## src/rtl/hso_pkg.sv

```systemverilog
package hso_pkg;
  typedef enum logic [1:0] {
    PH_IDLE = 2'd0,
    PH_MARK = 2'd1,
    PH_DATA = 2'd2
  } phase_e;

  localparam logic [1:0] MODE_SLOW = 2'd3;
endpackage

```

## src/rtl/hso_pacer.sv

```systemverilog
module hso_pacer #(
  parameter int SLOW_DIV = 2
) (
  input  logic clk_i,
  input  logic rst_ni,
  input  logic run_i,
  input  logic slow_i,
  output logic step_end_o
);
  localparam int CNT_W = (SLOW_DIV > 1) ? $clog2(SLOW_DIV) : 1;
  localparam logic [CNT_W-1:0] SLOW_LAST = CNT_W'(SLOW_DIV - 1);

  logic [CNT_W-1:0] cnt_q;

  assign step_end_o = run_i && (cnt_q == (slow_i ? SLOW_LAST : '0));

  always_ff @(posedge clk_i or negedge rst_ni) begin
    if (!rst_ni)          cnt_q <= '0;
    else if (!run_i)      cnt_q <= '0;
    else if (step_end_o)  cnt_q <= '0;
    else                  cnt_q <= cnt_q + 1'b1;
  end
endmodule

```

## src/rtl/hso_byte_sel.sv

```systemverilog
module hso_byte_sel #(
  parameter int STATE_BYTES = 32,
  parameter int IDX_W       = 5
) (
  input  logic [STATE_BYTES*8-1:0] state_i,
  input  logic [IDX_W-1:0]         idx_i,
  output logic [7:0]               byte_o
);
  logic [7:0] lane [STATE_BYTES];

  for (genvar g = 0; g < STATE_BYTES; g++) begin : g_lane
    assign lane[g] = state_i[g*8 +: 8];
  end

  assign byte_o = lane[idx_i];
endmodule

```

## src/rtl/hso_seq.sv

```systemverilog
module hso_seq
  import hso_pkg::*;
#(
  parameter int STATE_BYTES = 32,
  parameter int NN_W        = 6,
  parameter int IDX_W       = 5
) (
  input  logic            clk_i,
  input  logic            rst_ni,
  input  logic            start_i,
  input  logic [NN_W-1:0] nn_i,
  input  logic [1:0]      mode_i,
  input  logic            step_end_i,
  output phase_e          phase_o,
  output logic [IDX_W-1:0] idx_o,
  output logic            slow_o,
  output logic            done_o,
  output logic            load_o
);
  phase_e           phase_q;
  logic [IDX_W-1:0] idx_q, last_q;
  logic             slow_q, done_q;
  logic [NN_W-1:0]  nn_eff;

  always_comb begin
    if (nn_i == '0)                        nn_eff = NN_W'(1);
    else if (nn_i > NN_W'(STATE_BYTES))    nn_eff = NN_W'(STATE_BYTES);
    else                                   nn_eff = nn_i;
  end

  assign load_o  = start_i && (phase_q == PH_IDLE);
  assign phase_o = phase_q;
  assign idx_o   = idx_q;
  assign slow_o  = slow_q;
  assign done_o  = done_q;

  always_ff @(posedge clk_i or negedge rst_ni) begin
    if (!rst_ni) begin
      phase_q <= PH_IDLE;
      idx_q   <= '0;
      last_q  <= '0;
      slow_q  <= 1'b0;
      done_q  <= 1'b0;
    end else begin
      done_q <= 1'b0;
      unique case (phase_q)
        PH_IDLE: if (start_i) begin
          phase_q <= PH_MARK;
          idx_q   <= '0;
          last_q  <= IDX_W'(nn_eff - NN_W'(1));
          slow_q  <= (mode_i == MODE_SLOW);
        end
        PH_MARK: if (step_end_i) phase_q <= PH_DATA;
        PH_DATA: if (step_end_i) begin
          if (idx_q == last_q) begin
            phase_q <= PH_IDLE;
            done_q  <= 1'b1;
          end else begin
            idx_q <= idx_q + 1'b1;
          end
        end
        default: phase_q <= PH_IDLE;
      endcase
    end
  end
endmodule

```

## src/rtl/hash_stream_out.sv

```systemverilog
module hash_stream_out
  import hso_pkg::*;
#(
  parameter int STATE_BYTES = 32,
  parameter int SLOW_DIV    = 2,
  parameter int NN_W        = $clog2(STATE_BYTES + 1)
) (
  input  logic                     clk_i,
  input  logic                     rst_ni,
  input  logic                     start_i,
  input  logic [STATE_BYTES*8-1:0] state_i,
  input  logic [NN_W-1:0]          nn_i,
  input  logic [1:0]               mode_i,
  output logic                     hash_valid_o,
  output logic [7:0]               hash_o,
  output logic                     done_o
);
  localparam int IDX_W = (STATE_BYTES > 1) ? $clog2(STATE_BYTES) : 1;

  phase_e                   phase;
  logic [IDX_W-1:0]         idx;
  logic                     slow_q, step_end, load;
  logic [STATE_BYTES*8-1:0] state_q;
  logic [7:0]               sel_byte;

  always_ff @(posedge clk_i or negedge rst_ni) begin
    if (!rst_ni)   state_q <= '0;
    else if (load) state_q <= state_i;
  end

  hso_seq #(.STATE_BYTES(STATE_BYTES), .NN_W(NN_W), .IDX_W(IDX_W)) u_seq (
    .clk_i, .rst_ni, .start_i, .nn_i, .mode_i,
    .step_end_i(step_end), .phase_o(phase), .idx_o(idx),
    .slow_o(slow_q), .done_o, .load_o(load)
  );

  hso_pacer #(.SLOW_DIV(SLOW_DIV)) u_pacer (
    .clk_i, .rst_ni, .run_i(phase != PH_IDLE), .slow_i(slow_q),
    .step_end_o(step_end)
  );

  hso_byte_sel #(.STATE_BYTES(STATE_BYTES), .IDX_W(IDX_W)) u_sel (
    .state_i(state_q), .idx_i(idx), .byte_o(sel_byte)
  );

  assign hash_valid_o = (phase != PH_IDLE);
  assign hash_o       = (phase == PH_DATA) ? sel_byte : 8'h00;
endmodule

```

## config.mk

```make
export PLATFORM = sky130hd
export DESIGN_NAME = hash_stream_out
export DESIGN_NICKNAME = d
export VERILOG_FILES = /design/src/rtl/hso_pkg.sv /design/src/rtl/hso_pacer.sv /design/src/rtl/hso_byte_sel.sv /design/src/rtl/hso_seq.sv /design/src/rtl/hash_stream_out.sv
export SDC_FILE = /design/constraint.sdc
export NUM_CORES = 1
export LEC_CHECK = 0
export ABC_AREA = 0
export BUFFER_PORTS_ARGS = -buffer_cell sky130_fd_sc_hd__buf_4
export CORE_UTILIZATION = 50
export CTS_CLUSTER_DIAMETER = 80
export DETAILED_ROUTE_END_ITERATION = 7
export MAX_ROUTING_LAYER = met4
export PLACE_DENSITY = 0.81
export SLEW_MARGIN = 40
export SYNTH_ARGS = -nofsm -noshare
export SYNTH_HDL_FRONTEND = slang
export SYNTH_SLANG_ARGS = --single-unit
```

## constraint.sdc

```tcl
create_clock -name clk_i -period 2.8 [get_ports clk_i]
set_input_delay 0.14 -clock clk_i [delete_from_list [all_inputs] [get_ports clk_i]]
set_output_delay 0.14 -clock clk_i [all_outputs]
set_load 0.01 [all_outputs]
```

# After elaboration in Yosys (flattened, before gate mapping)
# Index checks and enable logic that the tools add are counted.
# W data, S select, Z words.
totals:
  ff_bits: 271
  input_bits: 267
classes:
  n_addsub: 3
  magnitude_cmp: 2
  eq_ne: 10
  n_mux: 21
  bitwise: 1
  reduce_logical: 9
op_table:
  columns: ["op", "count"]
  rows:
  - ["$bmux W8 S5", 1]
  - ["$mux W5", 5]
  - ["$mux W8", 3]
  - ["$pmux W5 S2", 1]
  - ["$mux W2", 4]
  - ["$ne A2 B2 Y1 const B", 4]
  - ["$reduce_and A4 Y1", 2]
  - ["$ge A6 B6 Y1 const B", 1]
  - ["$gt A6 B6 Y1 const B", 1]
  - ["$logic_not A6 Y1", 1]
  - ["$mux W1", 6]
  - ["$not A5 Y6", 1]
  - ["$pmux W2 S3", 1]
  - ["$add A5 B1 Y5 const B", 1]
  - ["$eq A5 B5 Y1", 1]
  - ["$sub A5 B1 Y5 const B", 1]
  - ["$eq A2 B2 Y1 const B", 2]
  - ["$reduce_bool A2 Y1", 2]
  - ["$eq A2 B1 Y1 const B", 1]
  - ["$logic_and A1 B1 Y1", 2]
  - ["$logic_not A2 Y1", 1]
  - ["$ne A2 B1 Y1 const B", 1]
  - ["$reduce_and A2 Y1", 1]
  - ["$add A1 B1 Y1 const B", 1]
  - ["$eq A1 B1 Y1", 1]

# Longest topological paths before layout
depth:
  ltp_word: 5
  depth_mapped: 7
  mapped_depth_nobuf: 7

# Modules after synthesis
# From an unflattened synthesis, not the netlist that was laid out.
hier_totals:
  cells_unflattened: 746
  hier_area_um2: 12512.0
by_module_without_submodules:
  columns: ["mod", "instances", "cells_each", "area_per_inst_um2"]
  rows:
  - ["hash_stream_out", 1, 549, 9670.5]
  - ["hso_byte_sel", 1, 107, 1994.4]
  - ["hso_seq", 1, 85, 799.5]
  - ["hso_pacer", 1, 5, 47.5]

# Worst setup path after synthesis
# No wires, ideal clock.
synth_path:
  path_type: "register to output"
  start: "register u_seq.idx_q[3] (netlist: u_seq.idx_o[3])"
  end: "output hash_o[3]"
  arrival_ns: 1.499
  slack_ns: 1.161
  path_stages_with_launch: 8
  path_cell_list: "dfrtp_1 buf_6 nor2b_2 buf_2 a22o_1 a2111oi_0 a21oi_1 nand3_1"
synth_via:
  elab_chain_cells: 5
synth_rtl:
  columns: ["item", "line_no", "rtl"]
  rows:
  - ["start, declared", "hso_seq.sv:21", "logic [IDX_W-1:0] idx_q, last_q;"]
  - ["start signal, assigned", "hso_seq.sv:59", "idx_q <= idx_q + 1'b1;"]
  - ["$not A5 Y6 (implied by the code)", "hso_byte_sel.sv:15", "assign byte_o = lane[idx_i];"]
  - ["$bmux W8 S5", "hso_byte_sel.sv:15", null]
  - ["$mux W8 (implied by the code) (2 in series)", "hso_byte_sel.sv:15", null]
  - ["$mux W8", "hash_stream_out.sv:47", "assign hash_o = (phase == PH_DATA) ? sel_byte : 8'h00;"]
  - ["end, declared", "hash_stream_out.sv:15", "output logic [7:0] hash_o,"]
# No other way between the ends. The select of a mux whose other input is x is not followed.

# Worst setup path after layout
layout_path:
  start: "register u_seq.phase_q[0] (netlist: u_seq.phase_o[0])"
  end: "output hash_o[3]"
layout_via:
  elab_chain_cells: 2
layout_rtl:
  columns: ["item", "line_no", "rtl"]
  rows:
  - ["start, declared", "hso_seq.sv:20", "phase_e phase_q;"]
  - ["start signal, assigned", "hso_seq.sv:39", "phase_q <= PH_IDLE;"]
  - ["start signal, assigned", "hso_seq.sv:48", "phase_q <= PH_MARK;"]
  - ["start signal, assigned", "hso_seq.sv:53", "PH_MARK: if (step_end_i) phase_q <= PH_DATA;"]
  - ["$eq A2 B2 Y1", "hash_stream_out.sv:47", null]
  - ["$mux W8", "hash_stream_out.sv:47", null]
# No other way between the ends.

==> impl_metrics.tcl <==
set metrics [dict create \
    routed-via-count 12738 \
    final_cell_mix "nand2_1, buf_4, dfrtp_1, dlygate4sd3_1, mux2i_1" \
    cp-end-kind "output pin" \
    dp_slack_ns 0.209 \
    portBuffers 276 \
    path_clk_slew_ns 0.06 \
    worst_setup_path_start_kind "flip-flop" \
    hold_class "in2reg" \
    peakVddDrop_uv 578 \
    holdCritStartpoint "nn_i[1]" \
    worst-setup-path-type "reg2out" \
    dieArea_um2 25900 \
    clockRootBuffer "clkbuf_16" \
    fin_crit_ns 2.81 \
    async_flop_share_pct 100 \
    finalHoldViolations 0 \
    hold_path_end "u_seq.last_q[1]$_DFFE_PN0P_" \
    critPathLaunch "u_seq.phase_o[0]$_DFFE_PN0P_" \
    cp.required_ns 2.66 \
    rr_startpoint "u_seq.phase_o[0]$_DFFE_PN0P_" \
    vias_per_cell 5.57 \
    globalplace.congestion 0.899 \
    p_sw_share_pct 37.9 \
    synth_cells 1421 \
    slew_headroom_pct 50.7 \
    gr-usage-all-layers_pct 37.1 \
    grt_overflow_total 0 \
    clkLatencyLatePin_ns 0.54 \
    wl_um 46700 \
    rsz0062_at_grt "yes" \
    grt_max_degree 103 \
    synth_edf_count 0 \
    ant_nets 0 \
    io_pins 277 \
    yosys_most_used_dff "dfrtp_1" \
    synth_nets 1690 \
    pwr_density_cell_nw_per_um2 939 \
    grt_first_pass_wirelength_um 71500 \
    yosysSeqAreaShare_pct 53.8 \
    num_rows 57 \
    cts.path.max_buffers 3 \
    drcViolationCount 3 \
    drv_slew 0 \
    syn_avg_cell_area_um2 8.88 \
    cp_max_fo 8 \
    cts_tree "built" \
    whs_path_depth 4 \
    initial_core_util_pct 51.4 \
    violations "DRC, setup timing" \
    tightest_slew_ns 0.739 \
    timing.fmax_mhz 355 \
    numCtsBuffers 28 \
    dp_hpwl_um 26100 \
    drt_iter0_markers 1209 \
    firstDrtPassIters 8 \
    grt_pass1_vias 13215 \
    core_um2 24500 \
    finalSetupViolCount 2 \
    fillers 1532 \
    power_frac_seq_pct 40.3 \
    leakage_nw 9.48 \
    r2r_cells 7 \
    combPwrFrac_pct 36.6 \
    wl_per_cell_um 20.4 \
    final_common_cell "nand2_1" \
    rr_endpoint "u_seq.last_q[3]$_DFFE_PN0P_" \
    switchingPower_w 0.00666 \
    ys_ff_latch 271 \
    final_nets 2206 \
    cts_sinks 271 \
    maxCapViolations 0 \
    power_frac_clock_pct 23.1 \
    r2r_slack_ns 0.71 \
    timing.final.ws_setup_ns -0.0139 \
    fp.dieW_um 161 \
    drive_above_1_share_pct 20.0 \
    fin_crit_sh_pct 100 \
    timing.hold.ws_ns 0.0720 \
    syn-cell-area_um2 12600 \
    antenna_found_initial 5 \
    h-tree-depth 1 \
    synth_cell_types 43 \
    ys_warn_count 0 \
    status "finished with violations" \
    die_h_um 161 \
    internal_power_w 0.0109 \
    fin_skew_ns 0.0119 \
    crit_arrival_ns 2.67 \
    syn_to_final_growth_pct 48.4 \
]
## power by group through the flow
stage | clock network, W | logic (W) | registers [W]
2_1_floorplan | 0 | 0.00419 | 0.00649
3_3_place_gp | 0 | 0.00540 | 0.00699
3_5_place_dp | 0 | 0.00567 | 0.00700
4_1_cts | 0.00405 | 0.00610 | 0.00699
5_1_grt | 0.00423 | 0.00704 | 0.00721
6_report | 0.00407 | 0.00644 | 0.00708
## layout make-up
| type | instances | area [µm²] | area share (%) |
|---|---|---|---|
| Inverter | 1 | 3.75 | 0.0200 |
| Multi-Input combinational cell | 1061 | 5410 | 28.9 |
| Antenna cell | 5 | 12.5 | 0.0668 |
| Sequential cell | 271 | 6790 | 36.2 |
| Timing Repair Buffer | 574 | 5090 | 27.2 |
| Clock inverter | 8 | 115 | 0.615 |
| Clock buffer | 44 | 902 | 4.82 |
| Tap cell | 324 | 405 | 2.16 |
## per-layer routing
| metal | track usage (%) | part of all wire (%) | up-vias |
|---|---|---|---|
| met2 | 62.3 | 49 | 838 |
| met3 | 6.02 | 8.9 | 216 |
| met1 | 43.5 | 36 | 6067 |
| li1 | - | - | 5617 |
| met5 | - | 0 | - |
| met4 | 17.8 | 5.5 | 0 |
## synth_stat cells (2+ instances only)
cell type / n / area, µm²
nor2_1: 9 / 33.8
nor2b_2: 2 / 17.5
and2b_1: 4 / 30.0
buf_1: 2 / 7.51
clkbuf_1: 34 / 128
mux4_2: 8 / 180
nor3b_1: 2 / 15.0
a211oi_1: 8 / 60.1
o21ai_1: 5 / 25.0
nor2b_1: 7 / 43.8
a221oi_1: 14 / 123
nand3_1: 21 / 105
a22o_1: 10 / 87.6
buf_6: 7 / 78.8
nand4_1: 2 / 12.5
and2_1: 3 / 18.8
dfrtp_1: 271 / 6780
buf_12: 2 / 40.0
buf_2: 35 / 175
nand3b_1: 2 / 15.0
a2111oi_2: 2 / 30.0
a2111oi_0: 4 / 35.0
a22oi_1: 24 / 180
xnor2_1: 8 / 70.1
buf_4: 7 / 52.6
mux2_2: 2 / 22.5
nor3_1: 3 / 15.0
ha_1: 2 / 25.0
a21oi_1: 11 / 55.1
o21ai_0: 6 / 30.0
nand2_1: 786 / 2950
mux2i_1: 107 / 1070
## worst max path at each step
stage	endpoint	cells past startpoint
2_1_floorplan	hash_o[3]	7
3_3_place_gp	hash_o[0]	7
3_5_place_dp	hash_o[7]	7
4_1_cts	hash_o[2]	6
5_1_grt	hash_o[0]	7
6_report	hash_o[3]	6
## timing repair
action / CTS / global route
hold endpoints to repair: 318 / 0
setup endpoints to repair: 8 / 7
hold buffers: 262 / 0
buffers inserted: 1 / 5
resized for setup: 15 / 9
## per-stage QoR
| stage | utilization [%] | setup TNS (ns) | power, W | instance area [µm²] | cells |
|---|---|---|---|---|---|
| after floorplan | - | 0 | 0.0107 | 12600 | 1421 |
| after global placement | 60.8 | 0 | 0.0124 | 14900 | 1963 |
| after detailed placement | 60.8 | 0 | 0.0127 | 14900 | 1963 |
| after CTS | 75.9 | 0 | 0.0171 | 18600 | 2278 |
| after global routing | 76.3 | -0.131 | 0.0185 | 18700 | 2288 |
| final | 76.3 | -0.0247 | 0.0176 | 18700 | 2288 |
## state kept, by name (all words and copies together) (netlist names)
register / cells
u_seq.slow_o: 1
u_seq.idx_o: 5
state_q: 256
u_seq.done_o: 1
u_pacer.cnt_q: 1
u_seq.phase_o: 2
u_seq.last_q: 5
## cell families (layout without fill, tap and decap cells)
group                      count (synthesis)  count (layout)  share of synthesized area [%]
other                                      0               5                              0
xor gates and xnor gates                   8               8                          0.555
DFF                                      271             271                           53.8
buffers and inverters                     89             627                           3.97
adders and majority gates                  2               2                          0.198
AOI/OAI and AO/OA                         88              88                           5.18
muxes                                    118             118                           10.3
and+or+nand+nor                          845             845                           26.0
## worst max-delay path: stages (launching register included)
cell	delay, ns
dfrtp_1	0.41
and2b_1	0.31
nand3b_1	0.36
a2111oi_1	0.60
a21oi_2	0.14
nand3_1	0.17
buf_4	0.16
Note: power is estimated with default switching activity, not from simulation.
